File: config.mk
export PLATFORM = sky130hd
export DESIGN_NAME = tsi_switch
export DESIGN_NICKNAME = d
export VERILOG_FILES = /design/src/rtl/tsi_pkg.sv /design/src/rtl/tsi_slot_ctrl.sv /design/src/rtl/tsi_map.sv /design/src/rtl/tsi_frame_store.sv /design/src/rtl/tsi_switch.sv
export SDC_FILE = /design/constraint.sdc
export NUM_CORES = 1
export LEC_CHECK = 0
export ABC_AREA = 0
export BUFFER_PORTS_ARGS = -buffer_cell sky130_fd_sc_hd__buf_4
export CORE_UTILIZATION = 61
export DETAILED_ROUTE_END_ITERATION = 8
export GPL_TIMING_DRIVEN = 0
export PLACE_DENSITY_LB_ADDON = 0.12
export SYNTH_ARGS = -nofsm -noshare
export SYNTH_HDL_FRONTEND = slang
export SYNTH_SLANG_ARGS = --single-unit
export TNS_END_PERCENT = 10
File: constraint.sdc
create_clock -name clk -period 3.3 [get_ports clk]
set_clock_uncertainty 0.1 [all_clocks]
set_input_delay 0.33 -clock clk [delete_from_list [all_inputs] [get_ports clk]]
set_output_delay 0.33 -clock clk [all_outputs]
set_load 0.01 [all_outputs]
File: src/rtl/tsi_pkg.sv
package tsi_pkg;
    typedef enum logic [1:0] {
        ST_HUNT = 2'd0,
        ST_FILL = 2'd1,
        ST_RUN  = 2'd2
    } tsi_state_e;
endpackage

File: src/rtl/tsi_slot_ctrl.sv
module tsi_slot_ctrl
    import tsi_pkg::*;
#(
    parameter int NSLOT = 8,
    parameter int SW    = 3
) (
    input  logic          clk,
    input  logic          rst_n,
    input  logic          in_sync,
    output logic [SW-1:0] cur_slot,
    output logic          boundary,
    output logic          emit,
    output logic          out_sync
);
    localparam logic [SW-1:0] LAST = SW'(NSLOT - 1);

    tsi_state_e    state_q, state_d;
    logic [SW-1:0] cnt_q;
    logic          last;
    logic          out_sync_q;

    always_comb begin
        last     = (cnt_q == LAST);
        cur_slot = (in_sync || last) ? '0 : SW'(cnt_q + 1'b1);
        boundary = in_sync || ((state_q != ST_HUNT) && last);
        emit     = (state_q == ST_RUN) || ((state_q == ST_FILL) && boundary);
    end

    always_comb begin
        state_d = state_q;
        unique case (state_q)
            ST_HUNT: if (in_sync)  state_d = ST_FILL;
            ST_FILL: if (boundary) state_d = ST_RUN;
            ST_RUN:                state_d = ST_RUN;
            default:               state_d = ST_HUNT;
        endcase
    end

    always_ff @(posedge clk) begin
        if (!rst_n) begin
            state_q <= ST_HUNT;
            cnt_q   <= LAST;
        end else begin
            state_q <= state_d;
            if (state_q != ST_HUNT || in_sync)
                cnt_q <= cur_slot;
        end
    end

    always_ff @(posedge clk) begin
        if (!rst_n) out_sync_q <= 1'b0;
        else        out_sync_q <= emit && boundary;
    end

    assign out_sync = out_sync_q;

    a_r2_slot_step: assert property (@(posedge clk) disable iff (!rst_n)
        (state_q != ST_HUNT && !in_sync && !last) |=> (cnt_q == SW'($past(cnt_q) + 1'b1)));

    a_r8_sync_restart: assert property (@(posedge clk) disable iff (!rst_n)
        in_sync |=> (cnt_q == '0));

    a_r7_sync_single: assert property (@(posedge clk) disable iff (!rst_n)
        out_sync |=> !out_sync);

    a_r1_hunt_silent: assert property (@(posedge clk) disable iff (!rst_n)
        (state_q == ST_HUNT) |-> !out_sync);
endmodule

File: src/rtl/tsi_map.sv
module tsi_map #(
    parameter int NSLOT = 8,
    parameter int SW    = 3
) (
    input  logic          clk,
    input  logic          rst_n,
    input  logic          we,
    input  logic [SW-1:0] wr_slot,
    input  logic [SW-1:0] wr_src,
    input  logic          wr_valid,
    input  logic          boundary,
    input  logic [SW-1:0] rd_slot,
    output logic [SW-1:0] rd_src,
    output logic          rd_valid
);
    logic [NSLOT-1:0][SW-1:0] shd_src_q, act_src_q;
    logic [NSLOT-1:0]         shd_v_q,   act_v_q;

    always_ff @(posedge clk) begin
        if (!rst_n) begin
            shd_src_q <= '0;
            shd_v_q   <= '0;
            act_src_q <= '0;
            act_v_q   <= '0;
        end else begin
            if (boundary) begin
                act_src_q <= shd_src_q;
                act_v_q   <= shd_v_q;
            end
            if (we) begin
                shd_src_q[wr_slot] <= wr_src;
                shd_v_q[wr_slot]   <= wr_valid;
            end
        end
    end

    // On the boundary cycle the copy is not yet visible, so read the shadow.
    always_comb begin
        rd_src   = boundary ? shd_src_q[rd_slot] : act_src_q[rd_slot];
        rd_valid = boundary ? shd_v_q[rd_slot]   : act_v_q[rd_slot];
    end

    a_r6_active_hold: assert property (@(posedge clk) disable iff (!rst_n)
        !boundary |=> ($stable(act_v_q) && $stable(act_src_q)));

    a_r6_copy_at_boundary: assert property (@(posedge clk) disable iff (!rst_n)
        boundary |=> ((act_v_q == $past(shd_v_q)) && (act_src_q == $past(shd_src_q))));
endmodule

File: src/rtl/tsi_frame_store.sv
module tsi_frame_store #(
    parameter int NSLOT = 8,
    parameter int SW    = 3,
    parameter int DW    = 8
) (
    input  logic          clk,
    input  logic          rst_n,
    input  logic          boundary,
    input  logic [SW-1:0] wr_slot,
    input  logic [DW-1:0] wr_data,
    input  logic [SW-1:0] rd_slot,
    output logic [DW-1:0] rd_data
);
    localparam int NBANK = 2;

    logic          wbank_q;
    logic          wbank;
    logic [DW-1:0] bank_mem [NBANK][NSLOT];

    always_comb wbank = boundary ? ~wbank_q : wbank_q;

    always_ff @(posedge clk) begin
        if (!rst_n)        wbank_q <= 1'b0;
        else if (boundary) wbank_q <= ~wbank_q;
    end

    for (genvar b = 0; b < NBANK; b++) begin : g_bank
        always_ff @(posedge clk) begin
            if (wbank == 1'(b))
                bank_mem[b][wr_slot] <= wr_data;
        end
    end

    // The read bank is always the one not being written.
    assign rd_data = bank_mem[~wbank][rd_slot];

    a_r3_swap_on_boundary: assert property (@(posedge clk) disable iff (!rst_n)
        boundary |=> (wbank_q != $past(wbank_q)));

    a_r3_bank_hold: assert property (@(posedge clk) disable iff (!rst_n)
        !boundary |=> $stable(wbank_q));
endmodule

File: src/rtl/tsi_switch.sv
module tsi_switch #(
    parameter int NSLOT = 8,
    parameter int DW    = 8,
    parameter int SW    = (NSLOT > 1) ? $clog2(NSLOT) : 1
) (
    input  logic          clk,
    input  logic          rst_n,
    input  logic          in_sync,
    input  logic [DW-1:0] in_data,
    input  logic          map_we,
    input  logic [SW-1:0] map_slot,
    input  logic [SW-1:0] map_src,
    input  logic          map_valid,
    output logic          out_sync,
    output logic [DW-1:0] out_data
);
    logic [SW-1:0] cur_slot;
    logic          boundary;
    logic          emit;
    logic [SW-1:0] rd_src;
    logic          rd_valid;
    logic [DW-1:0] rd_data;
    logic [DW-1:0] out_q;

    tsi_slot_ctrl #(.NSLOT(NSLOT), .SW(SW)) u_ctrl (
        .clk      (clk),
        .rst_n    (rst_n),
        .in_sync  (in_sync),
        .cur_slot (cur_slot),
        .boundary (boundary),
        .emit     (emit),
        .out_sync (out_sync)
    );

    tsi_map #(.NSLOT(NSLOT), .SW(SW)) u_map (
        .clk      (clk),
        .rst_n    (rst_n),
        .we       (map_we),
        .wr_slot  (map_slot),
        .wr_src   (map_src),
        .wr_valid (map_valid),
        .boundary (boundary),
        .rd_slot  (cur_slot),
        .rd_src   (rd_src),
        .rd_valid (rd_valid)
    );

    tsi_frame_store #(.NSLOT(NSLOT), .SW(SW), .DW(DW)) u_store (
        .clk      (clk),
        .rst_n    (rst_n),
        .boundary (boundary),
        .wr_slot  (cur_slot),
        .wr_data  (in_data),
        .rd_slot  (rd_src),
        .rd_data  (rd_data)
    );

    always_ff @(posedge clk) begin
        if (!rst_n)                out_q <= '0;
        else if (emit && rd_valid) out_q <= rd_data;
        else                       out_q <= '0;
    end

    assign out_data = out_q;

    a_r5_quiet_unless_emitting: assert property (@(posedge clk) disable iff (!rst_n)
        (out_data != '0) |-> $past(emit));
endmodule

Word-level counts from Yosys, hierarchy flattened
Memories as Yosys holds them, arrays and structs flattened.
Index checks and enable logic that the tools add are counted.
Word-level totals
  input bits: 19
  register bits: 79
  memories: 1
  output and inout bits: 9
  logic and storage cells: 87
  RAM bits: 128
Operators by class
  muxes and demuxes: 32
  bitwise logic cells: 4
  reductions and logical operators: 15
  magnitude comparators: 6
  add/subtract/negate cells: 1
  equality and inequality tests: 5
Memories
  u_store.bank_mem: depth 2, width 64, rd ports 1, clocked after Yosys merged registers in 0, wr ports 1, RTL line tsi_frame_store.sv:18  | logic [DW-1:0] bank_mem [NBANK][NSLOT];
Operators by type and width (number)
  64-bit two-way mux: 4
  64-bit OR reduction: 1
  8-bit binary-select mux with 3-bit select: 1
  24-bit bitwise mux: 1
  8-bit demux with 3-bit select: 1
  8-bit two-way mux: 3
  3-bit binary-select mux with 3-bit select: 2
  3-bit two-way mux: 5
  3-bit demux with 3-bit select: 1
  8-bit bitwise mux: 1
  4-bit greater-or-equal comparator (second input constant): 2
  3-bit by 4-bit less-than comparator with 1-bit output (second input constant): 2
  3-bit NOT with 4-bit output: 2
  1-bit two-way mux: 7
  1-bit binary-select mux with 3-bit select: 2
  1-bit logical AND: 6
  2-bit case mux with 3 select lines: 1
  1-bit logical OR: 4
  4-bit by 1-bit less-than comparator with 1-bit output (second input constant): 1
  2-bit two-way mux: 2
  2-bit AND reduction: 2
  3-bit by 1-bit adder with 3-bit output (second input constant): 1
  1-bit demux with 3-bit select: 1
  3-bit equality test (second input constant): 1
  other kinds (8): 9

Depth between registers and ports, before layout
Gate-level depths: netlist of the first run.
  depth in word-level cells: 11
  mapped depth: 14
  mapped depth without buffers: 10

Cells and area by module
A second synthesis of the first run with hierarchy kept.
Unflattened totals
  cell total of the unflattened synthesis: 692
  area total of the unflattened synthesis: 9202.6 um^2
By module, submodules not included
  tsi_frame_store: cells an instance 375, seq. area each 3863.7 um^2, area an instance 5546.6 um^2, times used 1
  tsi_map: cells an instance 262, seq. area each 1281.2 um^2, area an instance 3055.4 um^2, times used 1
  tsi_slot_ctrl: cells an instance 39, seq. area each 120.1 um^2, area an instance 370.4 um^2, times used 1
  tsi_switch: cells an instance 16, seq. area each 160.2 um^2, area an instance 230.2 um^2, times used 1

Worst setup path before layout of the first run
OpenSTA, ideal clock, no wires.
  path type: register -> register
  start point: register u_ctrl.cnt_q[0]
  end point: register out_q[0] (netlist: out_data[0])
  library setup time: 62 ps
  data arrival time: 2615 ps
  clock period less this slack: 2776 ps
  stages on the path, launching flop included: 13
  buffers on the path: 3
  setup slack: 524 ps
  required time: 3138 ps
  cells stage by stage: dfxtp_1 -> ha_1 -> ha_1 -> or4b_1 -> clkbuf_1 -> a21oi_1 -> a22o_1 -> o21ai_2 -> buf_6 -> buf_6 -> mux2i_1 -> a221o_1 -> nand3_1
On the way
  longest elaborated chain between the ends: 10
  elaborated cells between the ends (all ways): 27
  classes of those cells: add/sub (1); eq/ne (1); mux (15); bitwise (2); reduce/logical (7); memory (1)
Ends and longest elaborated chain
  start, declared: RTL line tsi_slot_ctrl.sv:18  | logic [SW-1:0] cnt_q;
  start signal, assigned: RTL line tsi_slot_ctrl.sv:46  | cnt_q <= cur_slot;
  branches (longest 10 deep; another with 3-bit by 1-bit adder with 3-bit output)
  end signal, assigned: RTL line tsi_switch.sv:60  | else if (emit && rd_valid) out_q <= rd_data;
  end, declared: RTL line tsi_switch.sv:23  | logic [DW-1:0] out_q;
Several ways; the timed one is not identified. The select of a mux whose other input is x is not followed.
A chain may end at the register's enable or synchronous reset.

Final worst setup path of the first run
  start point: register u_ctrl.cnt_q[1]
  end point: register out_q[5] (netlist: out_data[5])
Same word-level chain as after synthesis.

==> results of run 1 <==
cell families after synthesis:
group,synth area share [%]
AO/OA/AOI/OAI,11.8
XOR/XNOR,0.207
adder cells (fa/ha/maj),0.888
buffers and inverters,3.15
flip-flops,64.2
multiplexers,7.28
AND/OR/NAND/NOR,12.5
through the flow:
| step | worst slack (ns) | hold WS [ns] | instance area, µm² | util [%] | power [mW] |
|---|---|---|---|---|---|
| 6_report | 0.0153 | 0.0690 | 9640 | 72.0 | 6.68 |
| 5_1_grt | -0.145 | 0.0663 | 9640 | 72.0 | 6.90 |
| 4_1_cts | -0.0399 | 0.0556 | 9610 | 71.7 | 6.65 |
| 3_5_place_dp | -0.284 | 0.357 | 8810 | 65.8 | 4.07 |
| 3_3_place_gp | -0.0461 | 0.349 | 8810 | 65.8 | 4.03 |
| 2_1_floorplan | 0.524 | 0.329 | 8450 | - | 3.75 |
report_power, final:
group          switching, mW  internal (mW)
Sequential            0.0450           2.91
Clock                  0.977           1.64
Combinational          0.744          0.367
path summary, 6_finish.rpt:
kind / slack (ns) / end
min: 0.07 / u_store.bank_mem[0][56]
max reg2reg: 0.02 / out_data[5]
min reg2reg: 0.36 / u_map.act_v_q[2]
max: 0.02 / out_data[5]
flip-flops by register name (all words and copies together) (netlist names):
register and count:
u_store.bank_mem 128, u_map.act_src_q 24, u_map.shd_src_q 24, out_data 8, u_map.act_v_q 8, u_map.shd_v_q 8, u_ctrl.cnt_q 3, u_ctrl.state_q 2
u_ctrl.out_sync 1, u_store.wbank_q 1
layer usage:
layer | wire, µm | vias up | track usage, % | part of all wire (%)
met5 | 0 | - | 0 | 0
met4 | 815 | 0 | 11.5 | 4.4
met3 | 1090 | 51 | 3.28 | 5.8
met2 | 9130 | 264 | 45.6 | 49
met1 | 7670 | 2660 | 34.4 | 41
li1 | - | 2609 | - | -
Yosys cell counts (2+ instances only):
cell type | number | share of area, %
sky130_fd_sc_hd__nand4_1 | 2 | 0.15
sky130_fd_sc_hd__a221o_1 | 16 | 1.9
sky130_fd_sc_hd__dfxtp_1 | 79 | 19
sky130_fd_sc_hd__nor2_1 | 19 | 0.84
sky130_fd_sc_hd__inv_1 | 6 | 0.27
sky130_fd_sc_hd__o21ai_0 | 6 | 0.36
sky130_fd_sc_hd__buf_4 | 4 | 0.36
sky130_fd_sc_hd__buf_6 | 3 | 0.40
sky130_fd_sc_hd__nand3_1 | 9 | 0.53
sky130_fd_sc_hd__or4b_1 | 2 | 0.24
sky130_fd_sc_hd__o211a_1 | 2 | 0.24
sky130_fd_sc_hd__nand2_1 | 116 | 5.2
sky130_fd_sc_hd__clkbuf_1 | 32 | 1.4
sky130_fd_sc_hd__o221ai_1 | 2 | 0.21
sky130_fd_sc_hd__mux2i_1 | 57 | 6.8
sky130_fd_sc_hd__mux2_2 | 4 | 0.53
sky130_fd_sc_hd__nor3b_1 | 2 | 0.18
sky130_fd_sc_hd__a221oi_1 | 9 | 0.93
sky130_fd_sc_hd__a21boi_0 | 30 | 2.7
sky130_fd_sc_hd__nor2b_1 | 37 | 2.7
sky130_fd_sc_hd__nand2b_1 | 4 | 0.30
sky130_fd_sc_hd__nor3_1 | 12 | 0.71
sky130_fd_sc_hd__edfxtp_1 | 128 | 45
sky130_fd_sc_hd__xnor2_1 | 2 | 0.21
sky130_fd_sc_hd__a32oi_1 | 8 | 0.83
sky130_fd_sc_hd__buf_2 | 11 | 0.65
sky130_fd_sc_hd__or3_1 | 2 | 0.15
sky130_fd_sc_hd__nand4b_1 | 3 | 0.31
sky130_fd_sc_hd__ha_1 | 6 | 0.89
sky130_fd_sc_hd__a21oi_1 | 51 | 3.0
layout make-up:
type	instances	area share, %
repair buffers	19	1.48
multi-input cells	427	29.1
flip-flops and latches	207	56.3
inverters	6	0.234
clock inverters	10	1.62
plain buffers	51	2.59
clock buffers	30	6.45
well taps	176	2.28
worst max-delay path: stages, from the launching register on:
cell and delay, ns:
sky130_fd_sc_hd__dfxtp_1 0.32, sky130_fd_sc_hd__ha_1 0.18, sky130_fd_sc_hd__ha_2 0.20, sky130_fd_sc_hd__buf_2 0.19
sky130_fd_sc_hd__nor3_2 0.36, sky130_fd_sc_hd__o221ai_1 0.19, sky130_fd_sc_hd__o311ai_0 0.13, sky130_fd_sc_hd__nand4_1 0.30
sky130_fd_sc_hd__or3b_1 0.43, sky130_fd_sc_hd__clkbuf_2 0.19, sky130_fd_sc_hd__a221oi_1 0.40, sky130_fd_sc_hd__a21oi_2 0.11
sky130_fd_sc_hd__nand3_1 0.11
what timing repair did:
action	4_1_cts	5_1_grt
hold buffers	0	0
endpoints found under the setup margin	50	88
pin swaps	0	1
resized for setup	7	13
==> summary.md, run 1 <==
| Metric | Value |
|---|---|
| Critical path class | reg2reg |
| Startpoint of the most critical register-to-register path | u_ctrl.cnt_q[1] |
| Number of antenna diodes | 0 |
| Residual DRC | 0 |
| Port Buffer Count | 19 |
| Kind of end point of the critical path | flip-flop |
| Maximum ir drop on the vdd rail | 0.476 mV |
| Top library cells by usage in the layout, fill and taps aside | sky130_fd_sc_hd__edfxtp_1 (128), sky130_fd_sc_hd__nand2_1 (116), sky130_fd_sc_hd__dfxtp_1 (79) |
| Number of non-filler instances in the completed layout | 926 |
| Static leakage | roughly 3.3 nW |
| Number of flops mapped to enable cells by yosys | 128 |
| Final clock period utilization by the worst path | 99.5% |
| Vias in the first global route | ~5,400 |
| Hold violation count in the final report | 0 |
| Maximum number of pins on one net before global-route repair | 17 |
| Share of layout cells above drive strength 1 | 14.1% |
| Clock slew seen by the registers of the worst setup and hold paths | 0.06 ns |
| Cell depth of the worst hold path | 1 |
| Number of filler instances in the final layout | 909 |
| Routability cong. | 0.833 |
| Violation count after the first detailed-routing iteration | 460 |
| Global route overflow | 0 |
| CTS tree | built |
| Area of the multi-input gates | 2810 µm² |
| Wire length after detailed routing | 18,700 µm |
| Number of iterations in the first detailed-routing pass | 5 |
| Die span in y | approximately 120 µm |
| Crit path launch | u_ctrl.cnt_q[1] |
| Number of nets in the synthesized netlist | 716 |
| Min-Delay Path Class | in2reg |
| Hold Path Origin | in_data[0] |
| Share of synthesized registers carrying an async set or reset | 0% |
| Clock buffers created by TritonCTS | 22 |
| Top FF cell, synth | sky130_fd_sc_hd__edfxtp_1 |
| Max H-tree Level | 1 |
| Ys Warns | 0 |
| Final Setup Violations | 0 |
| Per-instance average area after synthesis | 12.2 µm² |
| Antenna violations before repair | 0 |
| Slew at the pin closest to its max-slew limit | 1.28 ns |
| Sequential share of the synthesized area | 64.2% |
| Core footprint | 13,400 µm² |
| Global-route wire length before repair | 29,400 µm |
| Net count reported at finish | about 760 |
| DIE WIDTH | ~120 µm |
| Insertion delay of the later-clocked pin in the worst-skew pair | 0.50 ns |
| Overall via count from detail_route | 5,584 |
| Count of boundary I/O pins | 28 |
| Number of vias per cell | slightly above 6 |
| Root buf cell | sky130_fd_sc_hd__clkbuf_16 |
| Number of buffers on the longest clock path | 3 |
| Number of core rows | 42 |
| Maximum capacitance violations | 0 |
| Max Slew Vio Count | 0 |
| Antenna Violating Nets Remaining | 0 |
| Number of sinks driven by the clock tree | 207 |
| Data required time at the worst endpoint | approximately 3.6 ns |
| Post-detailed-route wirelength per cell | 20.2 µm |
| Area of the mapped netlist | 8450 µm² |
| Post-layout minimum cycle time | 3.28 ns |
| Ratio of total power to cell area | roughly 690 nW/µm² |
| Post-DP HPWL | 12,600 µm |
| Kind of launch point of the worst setup path | flip-flop |
| Worst-case reg-to-reg path depth | 12 |
| Post-CTS setup buffers | 0 |
| Data arrival time at the worst-slack endpoint | 3.61 ns |
| Max Clock Freq | 304 MHz |
| RSZ-0062 raised after global routing | true |
| Aggregate global-route resource usage | a little over a quarter |
| Max-slew headroom | about 14% |
| Most frequent standard cell in the layout excluding fill and tap cells | sky130_fd_sc_hd__edfxtp_1 |
| Seq cells post-synth | 207 |
| Die Area | 14,300 µm² |
| Count of different cell masters after synthesis | 57 |
| Area growth syn-to-layout | 14.1% |
| Post-Synthesis Cells | 691 |
| Instance count after placement with tap cells included | 886 |
| Final setup TNS | 0 ns |
| Register cell area after layout | roughly 5400 µm² |
| Critical path peak fanout | 10 |
| Starting density of the core | 63.1% |
| Run status | finished clean |
No activity file was read; power rests on OpenSTA's default activity.
==> run 2, diff against run 1 <==
Settings changed: CORE_UTILIZATION 61 to 62, SLEW_MARGIN set to 20, SYNTH_HIERARCHICAL set to 1.
==> run 2 against run 1 <==
  * The run now ends with setup timing left
  * Clock-buffer cell count fell by 3
  * Clock power fell by 7.7%
  * Sequential share of layout area fell by 7.6 points
  * Combinational power rose by 66%
  * Synthesized cell count rose by 0.14%
  * Critical path depth rose by 2
==> summary.md, run 2 <==
| Metric | Value |
|---|---|
| Insertion delay of the later-clocked pin in the worst-skew pair | 0.49 ns (about the same) |
| Maximum capacitance violations | 0 (unchanged) |
| Top metal layer carrying routed signals | met4 |
| Vias in the first global route | 5,817 (+6.9%) |
| Static leakage | 4.09 nW (+23%) |
| RSZ-0062 raised after global routing | true |
| Final worst slack | -0.236 ns (-0.251 ns) |
| Number of core rows | 44 (+4.8%) |
| Violations in the final reports | setup timing |
| Core footprint | 14,500 µm² (+8.5%) |
| Final Instance Area | 11,200 µm² (+16%) |
| Share of synthesized registers carrying an async set or reset | 0% (unchanged) |
| Yosys top cell by area | sky130_fd_sc_hd__edfxtp_1 |
| Switching share of power | 28.5% (+2.1 points) |
| Most common cell on crit path | sky130_fd_sc_hd__ha_4 |
| Met1 wire length | 9540 µm (+24%) |
| Residual DRC | 0 (unchanged) |
| Hold bufs inserted after CTS | 0 (unchanged) |
| Final standard cell utilization of the core | 76.7% (+4.8 points) |
| Library cell with the highest instance count after synthesis | sky130_fd_sc_hd__edfxtp_1 |
| Hold violation count in the final report | 0 (unchanged) |
| Final Setup Violations | 8 (+8) |
| Number of filler instances in the final layout | 888 (-2.3%) |
| Global-route wire length before repair | 33,700 µm (+15%) |
| Clock share of power | 33.0% (-6.1 points) |
| Min-Delay Path Class | in2reg |
| Run status | finished, violations left |
| Critical path peak fanout | 10 (unchanged) |
| Top library cells by usage in the layout, fill and taps aside | sky130_fd_sc_hd__edfxtp_1 (128), sky130_fd_sc_hd__mux2i_1 (90), sky130_fd_sc_hd__dfxtp_1 (77) |
| Post-layout minimum cycle time | 3.54 ns (+0.251 ns) |
| Violation count after the first detailed-routing iteration | 532 (+16%) |
| Post-detailed-route wirelength per cell | 23.8 µm (+18%) |
| Kind of end point of the critical path | flip-flop |
| Sequential cell fraction of total power | 41.8% (-2.4 points) |
| Top FF cell, synth | sky130_fd_sc_hd__edfxtp_1 |
| DIE WIDTH | 124 µm (+3.5%) |
| Final clock period utilization by the worst path | 107% (+7.6 points) |
| Peak per-stage delay on the critical path | 0.36 ns (-0.07 ns) |
| Max-slew headroom | 40.0% (+26 points) |
| Number of iterations in the first detailed-routing pass | 5 (unchanged) |
| Critical path class | reg2reg |
| Comb power frac | 25.2% (+8.6 points) |
| Ys Warns | 6 (+6) |
| Data arrival time at the worst-slack endpoint | 3.87 ns (+0.26 ns) |
| Ratio of total power to cell area | 656 nW/µm² (-5.4%) |
| Maximum number of pins on one net before global-route repair | 19 (+2) |
| Die Area | 15,300 µm² (+7.0%) |
| Area growth syn-to-layout | 21.2% |
| Reg with most FFs | u_store/bank_mem |
| Met2 Routed Length | 10,700 µm (+17%) |
| Max H-tree Level | 1 (unchanged) |
| Most frequent standard cell in the layout excluding fill and tap cells | sky130_fd_sc_hd__edfxtp_1 |
| CTS tree | built |
| Place WS | -0.895 ns (-0.611 ns) |
| Most instantiated cells after synthesis | sky130_fd_sc_hd__edfxtp_1 (128), sky130_fd_sc_hd__mux2i_1 (96), sky130_fd_sc_hd__dfxtp_1 (79) |
| Port Buffer Count | 19 (unchanged) |
| Clock slew seen by the registers of the worst setup and hold paths | 0.06 ns (about the same) |
| Worst Hold Margin | 0.0395 ns (-0.0295 ns) |
| Wire length after detailed routing | 22,800 µm (+22%) |
| Area of the multi-input gates | 3880 µm² (+38%) |
| Die span in y | 124 µm (+3.5%) |
| Net switching power figure | 2.08 mW (+18%) |
| Antenna violations before repair | 0 (unchanged) |
| Post-DP HPWL | 14,300 µm (+14%) |
| Count of boundary I/O pins | 28 (unchanged) |
| Starting density of the core | 63.3% (+0.26 points) |
| Number of flops mapped to enable cells by yosys | 128 (unchanged) |
| Number of buffers on the longest clock path | 3 (unchanged) |
| Overall via count from detail_route | 6,064 (+8.6%) |
| Max Clock Freq | 283 MHz (-7.1%) |
| P_int | 5.23 mW (+6.4%) |
| Leading registers by flop count | u_store/bank_mem x128, u_map/act_src_q x24, u_map/shd_src_q x24 |
| Area of the mapped netlist | 9200 µm² (+8.9%) |
| Number of nets in the synthesized netlist | 717 (+0.14%) |
| Aggregate global-route resource usage | 30.4% (+3.7 points) |
| Met3 layer wire length in the routed design | 1990 µm (+82%) |
| Seq cells post-synth | 207 (unchanged) |
| Dpl cell area | 9780 µm² (+11%) |
| Maximum ir drop on the vdd rail | 0.551 mV (+16%) |
| Count of different cell masters after synthesis | 54 (-5.3%) |
| Register cell area after layout | 5430 µm² (about the same) |
| Flip-flop count of the largest register, all copies and words added | 128 (unchanged) |
| Root buf cell | sky130_fd_sc_hd__clkbuf_16 |
| Sequential share of the synthesized area | 59.0% (-5.2 points) |
| Slew at the pin closest to its max-slew limit | 0.897 ns (-0.379 ns) |
| Per-instance average area after synthesis | 13.3 µm² (+8.7%) |
| Portion of synthesized cell area occupied by the leading cell type | 41.8% (-3.7 points) |
| Data required time at the worst endpoint | 3.63 ns (about the same) |
| Clock buffers created by TritonCTS | 21 (-4.5%) |
| Post-Synthesis Cells | 692 (+0.14%) |
| Number of antenna diodes | 0 (unchanged) |
| Number of sinks driven by the clock tree | 207 (unchanged) |
| Cell with the biggest individual delay on the critical path | sky130_fd_sc_hd__dfxtp_4 |
| Number of vias per cell | 6.34 (+5.1%) |
| Final setup TNS | -1.48 ns (-1.48 ns) |
| Net count reported at finish | 785 (+3.4%) |
| Global route overflow | 0 (unchanged) |
| Share of layout cells above drive strength 1 | 29.0% (+15 points) |
| Max Slew Vio Count | 0 (unchanged) |
| Routability cong. | 0.857 (+2.9%) |
| Cell breakdown of the critical path | ha_4 -> ha_4 -> nor3b_4 -> buf_6 -> buf_12 -> mux4_2 -> a22oi_2 -> nand3_4 -> buf_8 -> nor3b_2 -> mux2_4 -> a211oi_4 -> a22o_1 -> and4_1 |
| Antenna Violating Nets Remaining | 0 (unchanged) |
| Kind of launch point of the worst setup path | flip-flop |
| Largest cells by area after synthesis | sky130_fd_sc_hd__edfxtp_1 (42%), sky130_fd_sc_hd__dfxtp_1 (17%), sky130_fd_sc_hd__mux2i_1 (10%) |
-- run 2: power groups by stage --
stage,clock [mW],combinational (mW),sequential (mW)
3_3_place_gp,0,1.41,3.08
4_1_cts,2.43,1.69,3.04
5_1_grt,2.55,1.94,3.07
2_1_floorplan,0,1.07,3.07
6_report,2.41,1.84,3.06
3_5_place_dp,0,1.50,3.09
-- run 2: repair_timing --
| action | CTS | global route |
|---|---|---|
| cloned | 2 | 2 |
| gates resized for setup | 74 | 42 |
| pin swaps | 25 | 28 |
| setup endpoints to repair | 56 | 72 |
| setup buffers | 11 | 7 |
| hold endpoints to repair | 0 | 0 |
-- run 2: path summary, 6_finish.rpt --
path / startpoint / endpoint / slack, ns / depth (start not counted)
worst max-delay path: u_ctrl/cnt_q[0] / out_data[7] / -0.24 / 14
worst min register to register: u_ctrl/state_q[0] / u_ctrl/state_q[0] / 0.40 / 2
worst max register to register: u_ctrl/cnt_q[0] / out_data[7] / -0.24 / 14
worst min-delay path: in_sync / u_ctrl/cnt_q[0] / 0.04 / 2
-- run 2: critical path, delay by kind of cell (launching register included) --
| kind | cells | cell delay, ns |
|---|---|---|
| adder cells (fa/ha/maj) | 2 | 0.36 |
| flip-flops | 1 | 0.36 |
| AND/OR/NAND/NOR | 4 | 0.84 |
| buffers and inverters | 3 | 0.50 |
| AO/OA/AOI/OAI | 3 | 0.72 |
| multiplexers | 2 | 0.59 |
-- run 2: layout make-up --
type	count	share of cell area [%]
clock inverters	9	1.07
clock buffers	27	5.18
flip-flops and latches	207	48.7
plain buffers	56	4.36
multi-input cells	424	34.8
repair buffers	46	3.71
inverters	4	0.135
well taps	184	2.06
-- run 2: cell families after synthesis --
group	count (synthesis)	share of synthesized area [%]
AND/OR/NAND/NOR	231	15.2
flip-flops	207	59.0
multiplexers	131	16.9
buffers and inverters	61	3.67
AO/OA/AOI/OAI	54	4.21
adder cells (fa/ha/maj)	6	0.816
XOR/XNOR	2	0.272
-- run 2: metal layers --
| layer | vias to the layer above | GRT usage [%] |
|---|---|---|
| met5 | - | 0 |
| met3 | 50 | 5.17 |
| li1 | 2708 | - |
| met1 | 3016 | 43.8 |
| met2 | 290 | 47.5 |
| met4 | 0 | 8.51 |
-- run 2: per-stage QoR --
stage | power (mW) | std cells
2_1_floorplan | 4.15 | 692
3_3_place_gp | 4.49 | 895
3_5_place_dp | 4.59 | 900
4_1_cts | 7.16 | 949
5_1_grt | 7.56 | 957
6_report | 7.31 | 957
==> run 3, diff against run 2 <==
Settings changed: CORE_MARGIN set to 5.
==> run 3 against run 2 <==
  * Worst hold slack gained 0.0067 ns
  * Critical endpoint is now out_data[1]
  * Setup slack gained 0.037 ns
  * Clock-buffer cell count shrank 2
  * Largest cell class unchanged
  * The run still ends with setup timing left
  * Highest routed layer unchanged
  * Utilization shrank 1.3 points
  * Combinational power is essentially flat
  * Total power shrank 2.6%
==> summary.md, run 3 (synthesis gave the netlist of run 2 again) <==
| Metric | Value |
|---|---|
| Switching share of power | 28.7% (+0.18 points) |
| Residual DRC | 0 (unchanged) |
| RSZ-0062 raised after global routing | true |
| Insertion delay of the later-clocked pin in the worst-skew pair | 0.49 ns (about the same) |
| Number of iterations in the first detailed-routing pass | 5 (unchanged) |
| Clock share of power | 31.7% (-1.3 points) |
| Routability cong. | 0.853 (-0.48%) |
| Number of vias per cell | 6.28 (-0.88%) |
| Worst-case reg-to-reg path depth | 15 (+1) |
| Final clock period utilization by the worst path | 106% (-1.1 points) |
| Overall via count from detail_route | 6,023 (-0.68%) |
| Max Slew Vio Count | 0 (unchanged) |
| Ratio of total power to cell area | 649 nW/µm² (-0.98%) |
| Min-Delay Path Class | in2reg |
| Max Clock Freq | 286 MHz (+1.1%) |
| Most frequent standard cell in the layout excluding fill and tap cells | sky130_fd_sc_hd__edfxtp_1 |
| Kind of end point of the critical path | flip-flop |
| Place WS | -0.908 ns (-0.0125 ns) |
| Root buf cell | sky130_fd_sc_hd__clkbuf_16 |
| Cell depth of the worst hold path | 1 (-1) |
| Static leakage | 4.03 nW (-1.6%) |
| Final standard cell utilization of the core | 75.5% (-1.3 points) |
| CTS tree | built |
| Slew at the pin closest to its max-slew limit | 0.968 ns (+0.0709 ns) |
| Maximum number of pins on one net before global-route repair | 19 (unchanged) |
| Reg-to-Reg End | out_data[1] |
| Number of antenna diodes | 0 (unchanged) |
| Post-DP HPWL | 14,300 µm (-0.50%) |
| Reg with most FFs | u_store/bank_mem |
| Die span in y | 132 µm (+6.5%) |
| Max-slew headroom | 35.1% (-4.9 points) |
| Slack of the worst reg-to-reg path | -0.20 ns (+0.04 ns) |
| Run status | finished, violations left |
| Maximum ir drop on the vdd rail | 0.572 mV (+3.9%) |
| Number of sinks driven by the clock tree | 207 (unchanged) |
| Violation count after the first detailed-routing iteration | 598 (+12%) |
| Final worst slack | -0.198 ns (+0.0373 ns) |
| Net switching power figure | 2.04 mW (-2.0%) |
| Data required time at the worst endpoint | 3.62 ns (about the same) |
| Post-detailed-route wirelength per cell | 23.0 µm (-3.2%) |
| Vias in the first global route | 5,933 (+2.0%) |
| Global-route wire length before repair | 33,700 µm (-0.23%) |
| Antenna Violating Nets Remaining | 0 (unchanged) |
| Starting density of the core | 63.3% (unchanged) |
| Hold violation count in the final report | 0 (unchanged) |
| Die Area | 17,400 µm² (+13%) |
| Antenna violations before repair | 0 (unchanged) |
| Area growth syn-to-layout | 19.2% |
| Critical path peak fanout | 10 (unchanged) |
| Hold Path Origin | in_data[0] |
| Max H-tree Level | 1 (unchanged) |
| Maximum capacitance violations | 0 (unchanged) |
| Sequential cell fraction of total power | 42.8% (+1.0 points) |
| Post-layout minimum cycle time | 3.50 ns (-0.0373 ns) |
| Leading registers by flop count | u_store/bank_mem x128, u_map/act_src_q x24, u_map/shd_src_q x24 |
| Startpoint of the most critical register-to-register path | u_ctrl/cnt_q[0] |
| Worst Hold Margin | 0.0463 ns (+0.00671 ns) |
| Net count reported at finish | 785 (unchanged) |
| Critical path class | reg2reg |
| Number of buffers on the longest clock path | 3 (unchanged) |
| Clock slew seen by the registers of the worst setup and hold paths | 0.06 ns (about the same) |
| P_int | 5.08 mW (-2.8%) |
| Final Setup Violations | 8 (unchanged) |
| Kind of launch point of the worst setup path | flip-flop |
| Violations in the final reports | setup timing |
| Endpoint, Worst Hold | u_store/bank_mem[1][40] |
| DIE WIDTH | 132 µm (+6.5%) |
| Top library cells by usage in the layout, fill and taps aside | sky130_fd_sc_hd__edfxtp_1 (128), sky130_fd_sc_hd__mux2i_1 (91), sky130_fd_sc_hd__dfxtp_1 (77) |
| Count of boundary I/O pins | 28 (unchanged) |
| Comb power frac | 25.5% (+0.3 points) |
| Share of layout cells above drive strength 1 | 26.1% (-2.9 points) |
| Clock buffers created by TritonCTS | 21 (unchanged) |
| Wire length after detailed routing | 22,100 µm (-3.0%) |
| Aggregate global-route resource usage | 24.6% (-5.8 points) |
| Core footprint | 14,500 µm² (unchanged) |
| Flip-flop count of the largest register, all copies and words added | 128 (unchanged) |
| Port Buffer Count | 19 (unchanged) |
| Global route overflow | 0 (unchanged) |
| Number of core rows | 44 (unchanged) |
| Data arrival time at the worst-slack endpoint | 3.82 ns (-0.05 ns) |
[run 3: cell types whose count changed in the layout (fill, tap and decap cells not counted), moves of 4 or more]
cell / before / now
sky130_fd_sc_hd__clkinv_1: 1 / 7
sky130_fd_sc_hd__nor3_1: 6 / 12
sky130_fd_sc_hd__nor3_2: 15 / 9
sky130_fd_sc_hd__nor3b_1: 18 / 24
sky130_fd_sc_hd__nor3b_2: 11 / 6
sky130_fd_sc_hd__buf_4: 46 / 50
sky130_fd_sc_hd__clkbuf_8: 7 / 3
[run 3: worst max-delay path by stage]
stage | start | to | cells after the start
after floorplan | u_ctrl/cnt_q[0] | out_data[2] | 14
after global placement | u_ctrl/cnt_q[0] | out_data[1] | 15
after detailed placement | u_ctrl/cnt_q[0] | out_data[1] | 16
after CTS | u_ctrl/cnt_q[0] | out_data[2] | 15
after global routing | u_ctrl/cnt_q[0] | out_data[4] | 15
final | u_ctrl/cnt_q[0] | out_data[1] | 15
[run 3: power by group through the flow]
stage / Combinational [mW] / Sequential, mW / Clock (mW)
global route: 1.92 / 3.06 / 2.41
floorplan: 1.07 / 3.07 / 0
CTS: 1.64 / 3.04 / 2.29
finish: 1.81 / 3.05 / 2.26
global placement: 1.41 / 3.08 / 0
detailed placement: 1.50 / 3.09 / 0
[run 3: worst max-delay path, cell delays in order (launching register included)]
cell and delay, ns:
sky130_fd_sc_hd__dfxtp_4 0.35, sky130_fd_sc_hd__ha_4 0.16, sky130_fd_sc_hd__ha_4 0.19, sky130_fd_sc_hd__nor3b_4 0.27, sky130_fd_sc_hd__buf_6 0.18, sky130_fd_sc_hd__mux4_2 0.52, sky130_fd_sc_hd__a22oi_2 0.24, sky130_fd_sc_hd__nand3_2 0.10
sky130_fd_sc_hd__buf_6 0.15, sky130_fd_sc_hd__buf_6 0.13, sky130_fd_sc_hd__buf_6 0.15, sky130_fd_sc_hd__nand3b_1 0.10, sky130_fd_sc_hd__mux2i_1 0.12, sky130_fd_sc_hd__a211oi_2 0.29, sky130_fd_sc_hd__a22o_1 0.18, sky130_fd_sc_hd__and4_1 0.20
[run 3: repair_timing]
item	4_1_cts	5_1_grt
endpoints found under the hold margin	0	0
pin swaps	19	23
gates cloned	2	0
setup buffers	10	11
resized for setup	58	39
hold buffers	0	0
setup endpoints to repair	56	48
[run 3: area by class of cell]
cell class | count | area (µm²)
Inverter | 4 | 15.0
Timing Repair Buffer | 46 | 373
Clock inverter | 13 | 113
Clock buffer | 25 | 541
Multi-Input combinational cell | 424 | 3810
Fill cell | 895 | 3560
Sequential cell | 207 | 5430
Buffer | 56 | 464
Tap cell | 184 | 230
[run 3: layer usage]
metal / vias to the layer above / GRT usage [%] / wire [µm]
li1: 2721 / - / -
met1: 3039 / 36.2 / 9740
met2: 231 / 38.0 / 10400
met4: 0 / 7.43 / 437
met3: 32 / 3.74 / 1450
met5: - / 0 / 0
[run 3: through the flow]
stage / cell area, µm² / setup TNS, ns / total power, mW / std cells
3_3_place_gp: 9690 / -42.11 / 4.49 / 895
3_5_place_dp: 9770 / -12.97 / 4.59 / 899
2_1_floorplan: 9320 / -0.0347 / 4.15 / 692
6_report: 11000 / -1.38 / 7.12 / 959
4_1_cts: 10700 / -2.01 / 6.97 / 949
5_1_grt: 11000 / -2.33 / 7.39 / 959
